===== src/rtl/rf_bp_filter.sv =====
module rf_bp_filter #(
  parameter int NBP    = 4,
  parameter int AW     = 32,
  parameter int FW     = 32,
  parameter int RF_POS = 16
) (
  input  logic                 clk,
  input  logic                 rst_n,
  input  logic                 bp_wr,
  input  logic [$clog2(NBP)-1:0] bp_wr_slot,
  input  logic [AW-1:0]        bp_wr_addr,
  input  logic                 bp_wr_en,
  input  logic                 insn_start,
  input  logic [AW-1:0]        insn_addr,
  input  logic                 insn_retire,
  input  logic                 ret_load,
  input  logic [FW-1:0]        ret_image,
  input  logic                 flags_pop,
  input  logic                 evt_enter,
  input  logic [2:0]           evt_class,
  input  logic                 evt_mid_string,
  input  logic                 data_bp_cond,
  output logic                 rf,
  output logic                 insn_bp_exc,
  output logic [NBP-1:0]       insn_bp_hits,
  output logic                 data_bp_exc,
  output logic                 evt_rf_push
);
  localparam logic [2:0] C_FAULT = 3'd0;
  localparam logic [2:0] C_IBP   = 3'd1;
  localparam logic [2:0] C_INTR  = 3'd2;
  localparam logic [2:0] C_TRAP  = 3'd3;
  localparam logic [2:0] C_SOFT  = 3'd4;
  localparam int SW = $clog2(NBP);

  logic [NBP-1:0] match;
  logic           rf_q;
  logic           unused_inputs;

  assign unused_inputs = ^{ret_image, flags_pop};

  for (genvar g = 0; g < NBP; g++) begin : g_slot
    logic [AW-1:0] addr_q;
    logic          en_q;
    always_ff @(posedge clk or negedge rst_n) begin
      if (!rst_n) begin
        addr_q <= '0;
        en_q   <= 1'b0;
      end else if (bp_wr && bp_wr_slot == SW'(g)) begin
        addr_q <= bp_wr_addr;
        en_q   <= bp_wr_en;
      end
    end
    assign match[g] = en_q && (addr_q == insn_addr);
  end

  always_ff @(posedge clk or negedge rst_n) begin
    if (!rst_n) begin
      rf_q         <= 1'b0;
      insn_bp_exc  <= 1'b0;
      insn_bp_hits <= '0;
    end else begin
      if (ret_load)                       rf_q <= ret_image[RF_POS];
      else if (insn_start || insn_retire) rf_q <= 1'b0;
      insn_bp_exc  <= insn_start && !rf_q && |match;
      insn_bp_hits <= (insn_start && !rf_q) ? match : '0;
    end
  end

  assign rf          = rf_q;
  assign data_bp_exc = data_bp_cond;

  always_comb begin
    unique case (evt_class)
      C_FAULT:        evt_rf_push = 1'b1;
      C_IBP:          evt_rf_push = rf_q;
      C_INTR, C_TRAP: evt_rf_push = evt_mid_string ? 1'b1 : rf_q;
      C_SOFT:         evt_rf_push = rf_q;
      default:        evt_rf_push = rf_q;
    endcase
  end

  assert_reset_clean_R1: assert property (@(posedge clk)
    $rose(rst_n) |-> !rf && !insn_bp_exc);

  assert_pulse_source_R2: assert property (@(posedge clk) disable iff (!rst_n)
    insn_bp_exc |-> $past(insn_start) && $past(|match));

  assert_suppressed_R4: assert property (@(posedge clk) disable iff (!rst_n)
    insn_bp_exc |-> !$past(rf_q));

  assert_start_clears_R5: assert property (@(posedge clk) disable iff (!rst_n)
    insn_start && !ret_load |=> !rf);

  assert_retire_clears_R6: assert property (@(posedge clk) disable iff (!rst_n)
    insn_retire && !ret_load |=> !rf);

  assert_reload_wins_R9: assert property (@(posedge clk) disable iff (!rst_n)
    ret_load |=> rf == $past(ret_image[RF_POS]));

  assert_pop_ignored_R8: assert property (@(posedge clk) disable iff (!rst_n)
    flags_pop && !ret_load && !insn_start && !insn_retire |=> $stable(rf));

  assert_fault_push_R10: assert property (@(posedge clk) disable iff (!rst_n)
    evt_enter && evt_class == C_FAULT |-> evt_rf_push);

  assert_mid_string_R12: assert property (@(posedge clk) disable iff (!rst_n)
    evt_enter && (evt_class == C_INTR || evt_class == C_TRAP) && evt_mid_string |-> evt_rf_push);
endmodule


===== config.mk =====
export PLATFORM = sky130hd
export DESIGN_NAME = rf_bp_filter
export DESIGN_NICKNAME = d
export VERILOG_FILES = /design/src/rtl/rf_bp_filter.sv
export SDC_FILE = /design/constraint.sdc
export NUM_CORES = 1
export LEC_CHECK = 0
export BUFFER_PORTS_ARGS = -buffer_cell sky130_fd_sc_hd__buf_4
export CAP_MARGIN = 40
export CORE_ASPECT_RATIO = 1.1
export CORE_MARGIN = 2
export CORE_UTILIZATION = 60
export DETAILED_ROUTE_END_ITERATION = 16
export GPL_ROUTABILITY_DRIVEN = 0
export PLACE_DENSITY = 0.85
export SYNTH_ARGS = -nofsm -noshare
export SYNTH_HDL_FRONTEND = slang
export SYNTH_SLANG_ARGS = --single-unit

===== constraint.sdc =====
create_clock -name clk -period 4.33 [get_ports clk]
set_clock_uncertainty 0.15 [all_clocks]
set_input_delay 1.0825 -clock clk [delete_from_list [all_inputs] [get_ports clk]]
set_output_delay 1.0825 -clock clk [all_outputs]
set_load 0.02 [all_outputs]

## After elaboration in Yosys (flattened, before gate mapping)

Index checks and enable logic that the tools add are counted.

- Reduce and logical (&&, ||, !) cells: 17
- Multiplexer cells: 5
- Equal/unequal tests: 9

Operator list:

| cell | number |
|---|---|
| $eq A32 B32 Y1 | 4 |
| $logic_and A1 B1 Y1 | 10 |
| $eq A3 B2 Y1 const B | 2 |
| $eq A2 B2 Y1 const B | 2 |
| $mux W4 | 1 |
| $reduce_or A4 Y1 | 1 |
| $logic_not A3 Y1 | 1 |
| $mux W1 | 3 |
| $eq A2 B1 Y1 const B | 1 |
| $logic_not A2 Y1 | 1 |
| $pmux W1 S2 | 1 |
| $reduce_bool A2 Y1 | 1 |
| $reduce_or A2 Y1 | 1 |
| $logic_not A1 Y1 | 1 |
| $logic_or A1 B1 Y1 | 1 |

- Logic and storage cells: 42
- Flip-flop bits (word level): 138
- Output and inout bits: 8

## Longest topological paths before layout

Gate-level depths: netlist of run 1.

- Word-level depth: 4
- Gate-level depth with buffers: 6
- Mapped depth without buffers: 5

## Worst setup path after synthesis of run 1

OpenSTA, ideal clock, no wires.

- Kind: input to output
- From: input port evt_class[1]
- To: output port evt_rf_push
- Arrival time: 1544 ps
- Path slack: 1554 ps
- Stages on the path: 3
- Path buffers: 0
- Required time: 3098 ps
- Cells stage by stage: nor2_1 a21oi_1 o21bai_1

- Cells in the longest elaborated chain, start to end: 3

Ends and longest elaborated chain:

| what | RTL line | source |
|---|---|---|
| start: declaration | 20 | `input logic [2:0] evt_class,` |
| $eq A3 B2 Y1 | 74 | `unique case (evt_class)` |
| $reduce_or A2 Y1 | 74 |  |
| $pmux W1 S2 * | 74 |  |
| end: declaration | 27 | `output logic evt_rf_push` |

Mark *: on every way between the ends. The rest lies on a longest branch, timed or not.

## Worst setup path in the final report of run 1

Ends and elaborated chain as after synthesis.

==> impl_metrics.yaml, run 1 <==
run_status:
  outcome: "complete, no violations"
layout:
  n_antenna_cell: 0
  fillers: 718
  drive_gt1_frac: 0.441
  num-nets-final: 684
  design_area_mm2: 0.00803
  fin_util: 0.736
  stdcell_count: 732
  layout_common_cells: "dfrtp_1, mux2_2, xnor2_1"
  syn2layout_area_growth_pct: 19.5
  final_common_cell: "dfrtp_1"
timing:
  post-route-period-util: 0.666
  finalMaxSlewViolations: 0
  setup_tns_ns: 0
  rsz0062_at_grt: "false"
  clock.fmax_ghz: 0.347
  hold_slack_ns: 0.357
  maxSlewHeadroom: 0.413
  timing.final.ws_setup_ns: 1.45
  timing_hold_violations_final: 0
  fin_crit_ns: 2.88
  setup_viol: 0
  worstMarginPinSlew_ns: 0.880
yosys:
  synth_compound_area_frac: 0.00503
  synth_top_family_by_area: "multiplexers"
  syn-cell-area_mm2: 0.00672
  yosys.area_share.xor_xnor: 0.174
  synth_nets: 608
  ys_ff_latch: 138
  synth-edff-count: 0
  async_flop_share: 1.00
  synthAdderAreaFrac: 0
  ys_seq_area_frac: 0.514
  synthCells: 496
  synth.avg_cell_area_um2: 13.5
  ys.warnings.count: 0
  synth_flop_cell: "dfrtp_1"
  synthSimpleGateAreaFrac: 0.0525
  muxShareOfSynthArea: 0.221
  yosysUniqueCellTypes: 25
floorplanning:
  start_util: 0.616
  ioPinCount: 120
  die-area_mm2: 0.0121
  die-height_um: 115
  num_rows: 40
  die_w_um: 105
  core_area_mm2: 0.0109
critical_path:
  crit_chain: "buf_4, nor2_1, a21oi_1, o21bai_1, buf_4"
  crit_buf_inv: 2
  critical-path-top-delay-family: "buffers and inverters"
  crit_top_cell: "buf_4"
  cp-end-kind: "output pin"
  start_kind: "input pin"
  cp.required_ns: 3.10
  arrival_ns: 1.65
  slowest_stage: "buf_4"
  crit_type: "input pin to output pin"
  critPathMaxStageDelay_ns: 0.16
  cp_max_fo: 2
placement:
  post_dp_cell_area_mm2: 0.00736
  place_hpwl_um: 10700
  place_ws_ns: 1.42
  port_buffers: 84
  placed_cells: 700
detailed_routing:
  wl_per_cell_um: 20.8
  firstDrtPassIters: 6
  vias: 4107
  drt-initial-drc-count: 229
  post-route-drc-count: 0
  drt-total-wl_um: 15200
  drtAntennaViolNets: 0
  viasPerCell: 5.61
power:
  leakage_nw: 3.35
  powerDensity_mw_per_mm2: 508
  power_mw: 4.07
  ir_worst_vdd_mv: 0.276
clock_network:
  clk_latency_ns: 0.42
  cts_buffer_depth: 2
  post_cts_buffers: 0
  ctsResizeCount: 0
  cts.clk_slew.worst_paths_ns: 0.06
  cts-root-buf: "clkbuf_16"
  cts.sinks: 138
  numCtsBuffers: 17
  cts_tree: "yes"
  holdBufCountCts: 0
  htree_levels: 4
grt:
  antenna_found_initial: 0
  grt_first_pass_wirelength_um: 24000
  grt_remaining_overflow: 0
  grt_pass1_vias: 4538
  track_usage: 0.267
  grt_max_degree: 98
hold_path:
  holdCritPathClass: "flip-flop to flip-flop"
run:
  drv_cap: 0
[metal layers]
| metal | share of wire | GRT usage | vias to the layer above |
|---|---|---|---|
| li1 | - | - | 1860 |
| met1 | 0.40 | 0.334 | 2060 |
| met2 | 0.51 | 0.457 | 153 |
| met3 | 0.064 | 0.0578 | 34 |
| met4 | 0.029 | 0.109 | 0 |
| met5 | 0 | 0 | - |
[power by group]
part / leakage, nW / switching [mW] / total, mW / internal (mW)
Combinational: 1.39 / 0.325 / 0.751 / 0.426
Sequential: 1.64 / 0.165 / 1.69 / 1.53
Clock: 0.319 / 0.541 / 1.63 / 1.09
[registers in the layout, summed over array words and instances, names as in the netlist]
register       cells
g_slot.addr_q    128
g_slot.en_q        4
insn_bp_exc        1
insn_bp_hits       4
rf                 1
[cell families (layout without fill, tap and decap cells)]
| logic type | after synthesis | in the layout |
|---|---|---|
| DFF | 138 | 138 |
| muxes | 132 | 132 |
| xor gates and xnor gates | 128 | 128 |
| and+or+nand+nor | 61 | 61 |
| buffers and inverters | 33 | 122 |
| AOI/OAI and AO/OA | 4 | 4 |
[cell usage after synthesis, types with 3 or more instances]
library cell,instances,area [um2]
nand4_1,25,156
nor2_1,6,22.5
buf_6,8,90.1
dfrtp_1,138,3450
xor2_1,15,131
clkbuf_2,5,25.0
buf_4,5,37.5
xnor2_1,107,937
nand2_1,3,11.3
and3_1,3,18.8
nor4_1,8,50.1
mux2_1,3,33.8
nor3_1,4,20.0
mux2_2,129,1450
nand3_1,8,40.0
xnor2_2,6,97.6
buf_2,13,65.1
[area by class of cell]
class                      count  area [um2]  area share
multi-input combinational    325        3050       0.379
timing repair buffer          90         679      0.0846
clock inverter                13         223      0.0277
clock buffer                  19         443      0.0552
sequential                   138        3450       0.430
tap                          147         184      0.0229
[worst paths after layout]
check	slack (ns)	cells after the start	startpoint	end
max	1.45	5	evt_class[1]	evt_rf_push
min	0.36	1	g_slot[2].en_q	g_slot[2].en_q
min in group asynchronous	0.61	1	rst_n	g_slot[1].addr_q[27]
max in group asynchronous	2.55	2	rst_n	g_slot[3].addr_q[12]
min reg2reg	0.36	1	g_slot[2].en_q	g_slot[2].en_q
max reg2reg	2.28	5	g_slot[3].addr_q[21]	insn_bp_exc
[worst reg2reg max path, cell delays in order, from the launching register on]
cell,delay (ns)
dfrtp_1,0.39
xnor2_1,0.27
nand4_1,0.19
nor4_1,0.48
nand3_1,0.25
a41oi_2,0.24
Power figures use the tool's default switching activity.
==> inputs of run 2 (changes only) <==
- CORE_UTILIZATION: 60 -> 56
- PLACE_DENSITY: 0.85 -> 0.8
- clock period: 4.33 -> 2.7 ns (I/O delays scaled with it)
==> impl_metrics.yaml, run 2 (synthesis results as in run 1) <==
grt:
  antenna_found_initial: 0
  grt_first_pass_wirelength_um: 24800
  grt_max_degree: 51
  grt_pass1_vias: 4601
  grt_remaining_overflow: 0
  track_usage: 0.264
clock_network:
  cts-root-buf: "clkbuf_16"
  clk_latency_ns: 0.42
  cts_buffer_depth: 2
  numCtsBuffers: 17
  holdBufCountCts: 0
  ctsResizeCount: 0
  post_cts_buffers: 0
  htree_levels: 4
  cts.clk_slew.worst_paths_ns: 0.05
  cts.sinks: 138
  cts_tree: "yes"
detailed_routing:
  wl_per_cell_um: 21.0
  viasPerCell: 5.61
  drtAntennaViolNets: 0
  firstDrtPassIters: 4
  drt-initial-drc-count: 194
  vias: 4129
  drt-total-wl_um: 15500
  post-route-drc-count: 0
layout:
  num-nets-final: 685
  design_area_mm2: 0.00813
  largest_register: "g_slot.addr_q"
  layout_common_cells: "dfrtp_1, mux2_2, xnor2_1"
  final_common_cell: "dfrtp_1"
  reg.largest.list: "g_slot.addr_q (128), g_slot.en_q (4), insn_bp_hits (4)"
  drive_gt1_frac: 0.442
  fillers: 813
  syn2layout_area_growth_pct: 21.1
  n_antenna_cell: 0
  largest_register_ffs: 128
hold_path:
  holdCritPathClass: "input pin to async pin"
placement:
  post_dp_cell_area_mm2: 0.00742
  place_hpwl_um: 10700
  port_buffers: 84
critical_path:
  cp.required_ns: 1.88
  arrival_ns: 1.19
  crit_top_cell: "buf_4"
  critPathMaxStageDelay_ns: 0.15
  start_kind: "input pin"
  critical-path-top-delay-family: "buffers and inverters"
  cp-end-kind: "output pin"
  slowest_stage: "buf_4"
  crit_type: "input pin to output pin"
  cp_max_fo: 2
  crit_buf_inv: 2
  crit_chain: "buf_4, nor2_1, a21oi_1, o21bai_1, buf_4"
power:
  ir_worst_vdd_mv: 0.402
  leakage_nw: 3.40
  powerDensity_mw_per_mm2: 823
floorplanning:
  die_w_um: 108
  die-height_um: 119
  num_rows: 41
  core_area_mm2: 0.0116
  start_util: 0.579
  ioPinCount: 120
  die-area_mm2: 0.0129
timing:
  clock.fmax_ghz: 0.496
  rsz0062_at_grt: "false"
  post-route-period-util: 0.747
  timing_hold_violations_final: 0
  maxSlewHeadroom: 0.659
  worstMarginPinSlew_ns: 0.511
  setup_tns_ns: 0
  fin_crit_ns: 2.02
  setup_viol: 0
  finalMaxSlewViolations: 0
run_status:
  outcome: "complete, no violations"
run:
  drv_cap: 0
run 2: cell count changes in the layout (fill, tap and decap cells not counted):
cell,before,now
buf_4,89,86
clkinv_4,0,1
clkinv_2,4,1
buf_12,0,4
clkinvlp_4,3,2
clkbuf_8,1,3
bufinv_16,6,7
run 2: power breakdown:
group / leakage (nW) / total (mW) / internal, mW / switching (mW)
sequential: 1.64 / 2.71 / 2.45 / 0.265
clock: 0.340 / 2.77 / 1.90 / 0.875
combinational: 1.41 / 1.21 / 0.691 / 0.517
total: 3.40 / 6.70 / 5.04 / 1.66
run 2: final timing paths:
kind                                      startpoint                   end  slack (ns)  cells past startpoint
worst max-delay path                    evt_class[1]           evt_rf_push        0.68                      5
worst min register to register        g_slot[0].en_q        g_slot[0].en_q        0.35                      1
worst min-delay path                           rst_n  g_slot[3].addr_q[28]        0.02                      1
worst max register to register  g_slot[3].addr_q[21]           insn_bp_exc        0.70                      5
max in group asynchronous                      rst_n  g_slot[3].addr_q[21]        1.71                      2
min in group clk                            ret_load                    rf        0.33                      2
run 2: stage by stage:
stage	power, mW	hold slack [ns]	cells	utilization	setup slack [ns]
final	6.70	0.0198	736	0.701	0.683
after global routing	6.95	0.0515	736	0.701	0.615
after CTS	6.74	0.0330	736	0.701	0.672
after detailed placement	3.94	0.327	704	0.640	0.417
after global placement	3.88	0.311	704	0.640	0.408
after floorplan	3.52	0.229	496	-	0.739
run 2: metal layers:
metal | GRT usage | vias up | wire [um] | part of all wire
li1 | - | 1863 | - | -
met1 | 0.343 | 2105 | 6440 | 0.42
met2 | 0.417 | 124 | 7670 | 0.50
met3 | 0.0597 | 37 | 780 | 0.050
met4 | 0.126 | 0 | 583 | 0.038
met5 | 0 | - | 0 | 0
run 2: layout make-up:
cell class	instances	area, um2	area share
Clock buffer	21	470	0.0578
Clock inverter	11	239	0.0294
Multi-Input combinational cell	325	3050	0.374
Sequential cell	138	3450	0.425
Tap cell	150	188	0.0231
Timing Repair Buffer	91	737	0.0906
run 2: worst register-to-register path, cell delays in order, from the launching register on:
cell	delay (ns)
dfrtp_1	0.40
xnor2_1	0.30
nand4_1	0.13
nor4_1	0.46
nand3_1	0.23
a41oi_2	0.24
==> inputs of run 3 (changes only) <==
- clock period: 2.7 -> 1.9 ns (I/O delays scaled with it)
==> impl_metrics.yaml, run 3 (synthesis results as in run 1) <==
grt:
  grt_max_degree: 43
  grtUsageMet1: 0.340
  grt-busiest-layer: "met2"
  track_usage: 0.263
  grt_use_met3: 0.0509
  antenna_found_initial: 0
  grt_remaining_overflow: 0
  grt_pass1_vias: 4650
  grt_first_pass_wirelength_um: 24800
  globalRouteMet2Util: 0.423
run:
  drv_cap: 0
critical_path:
  crit_chain: "xnor2_1, nand4_1, nor4_2, buf_4, nand3_1, a41oi_2"
  cp.required_ns: 2.07
  critPathMaxStageDelay_ns: 0.38
  ff2ff_setup_slack_ns: 0.04
  r2r-end: "insn_bp_exc"
  timing.rr.start: "g_slot[3].addr_q[21]"
  cp_max_fo: 2
  arrival_ns: 2.04
  crit_type: "flip-flop to flip-flop"
  start_kind: "flip-flop"
  reg2regPathDepth: 6
  slowest_stage: "dfrtp_1"
  cp-end-kind: "flip-flop"
hold_path:
  min_delay_worst_endpoint: "rf"
  min-delay-start: "ret_load"
  hold_depth: 2
  holdCritPathClass: "input pin to flip-flop"
clock_network:
  cts-root-buf: "clkbuf_16"
  cts.sinks: 138
  numCtsBuffers: 17
  cts_tree: "yes"
  htree_levels: 4
  clk_latency_ns: 0.41
  cts_buffer_depth: 2
  cts.clk_slew.worst_paths_ns: 0.05
  post_cts_buffers: 0
floorplanning:
  core_area_mm2: 0.0116
  start_util: 0.579
  die-area_mm2: 0.0129
  num_rows: 41
  ioPinCount: 120
  die-height_um: 119
  die_w_um: 108
timing:
  setup_viol: 0
  timing.final.ws_setup_ns: 0.0357
  clock.fmax_ghz: 0.536
  hold_slack_ns: 0.136
  post-route-period-util: 0.981
  timing_hold_violations_final: 0
  fin_crit_ns: 1.86
  maxSlewHeadroom: 0.737
  worstMarginPinSlew_ns: 0.395
  finalMaxSlewViolations: 0
  rsz0062_at_grt: "false"
layout:
  n_antenna_cell: 0
  layout_common_cells: "dfrtp_1, mux2_2, buf_4"
  largest_register: "g_slot.addr_q"
  num-nets-final: 711
  syn2layout_area_growth_pct: 22.1
  stdcell_count: 758
  reg.largest.list: "g_slot.addr_q (128), g_slot.en_q (4), insn_bp_hits (4)"
  final_common_cell: "dfrtp_1"
  largest_register_ffs: 128
  drive_gt1_frac: 0.461
detailed_routing:
  drtAntennaViolNets: 0
  drt-initial-drc-count: 164
  vias: 4217
  wl_per_cell_um: 20.7
  post-route-drc-count: 0
  drt-total-wl_um: 15700
  viasPerCell: 5.56
  firstDrtPassIters: 4
run_status:
  outcome: "complete, no violations"
power:
  powerDensity_mw_per_mm2: 1060
  ir_worst_vdd_mv: 0.668
  power_mw: 8.67
  leakage_nw: 3.47
placement:
  place_hpwl_um: 11100
  place_ws_ns: -0.162
  placed_cells: 729
  port_buffers: 84
[run 3: cell count changes in the layout (fill, tap and decap cells not counted), sizes merged]
cell         before  now
dlygate4sd3       0    1
clkbuf           21   25
bufinv            7    1
buf              91  116
clkinvlp          2    0
[run 3: worst max path at each step]
stage	startpoint	to	slack, ns
after floorplan	insn_addr[27]	insn_bp_exc	0.27
after global placement	insn_addr[13]	insn_bp_exc	-0.13
after detailed placement	insn_addr[17]	insn_bp_exc	-0.16
after CTS	g_slot[3].addr_q[17]	insn_bp_exc	0.05
after global routing	g_slot[2].addr_q[11]	insn_bp_exc	0.003
final	g_slot[3].addr_q[21]	insn_bp_exc	0.04
[run 3: final cells by class]
cell class                 instances  area, um2
sequential                       138       3450
clock inverter                     3       40.0
multi-input combinational        325       3070
tap                              150        188
timing repair buffer             117        960
fill                             796       3390
clock buffer                      25        495
[run 3: per-layer routing]
layer	vias up	part of all wire
li1	1921	-
met1	2128	0.41
met2	138	0.50
met3	30	0.056
met4	0	0.035
met5	-	0
[run 3: per-stage QoR]
| step | TNS [ns] | util | area, um2 |
|---|---|---|---|
| detailed placement | -0.318 | 0.659 | 7640 |
| global route | 0 | 0.708 | 8200 |
| floorplan | 0 | - | 6720 |
| finish | 0 | 0.708 | 8200 |
| global placement | -0.243 | 0.659 | 7640 |
| CTS | 0 | 0.706 | 8180 |
[run 3: power breakdown]
group	switching [mW]	internal, mW
combinational	0.766	1.03
clock	1.10	1.90
sequential	0.381	3.48
total	2.25	6.42
[run 3: worst max-delay path: cells and delay by family (launching register included)]
family	cells	cell delay, ns
buffers and inverters	1	0.15
AO/OA/AOI/OAI	1	0.23
AND/OR/NAND/NOR	3	0.58
flip-flops	1	0.38
XOR/XNOR	1	0.29
[run 3: repair_timing]
item / in CTS / in global routing
resized for setup: 0 / 3
endpoints found under the hold margin: 35 / 0
hold buffers: 1 / 0
setup endpoints to repair: 0 / 1
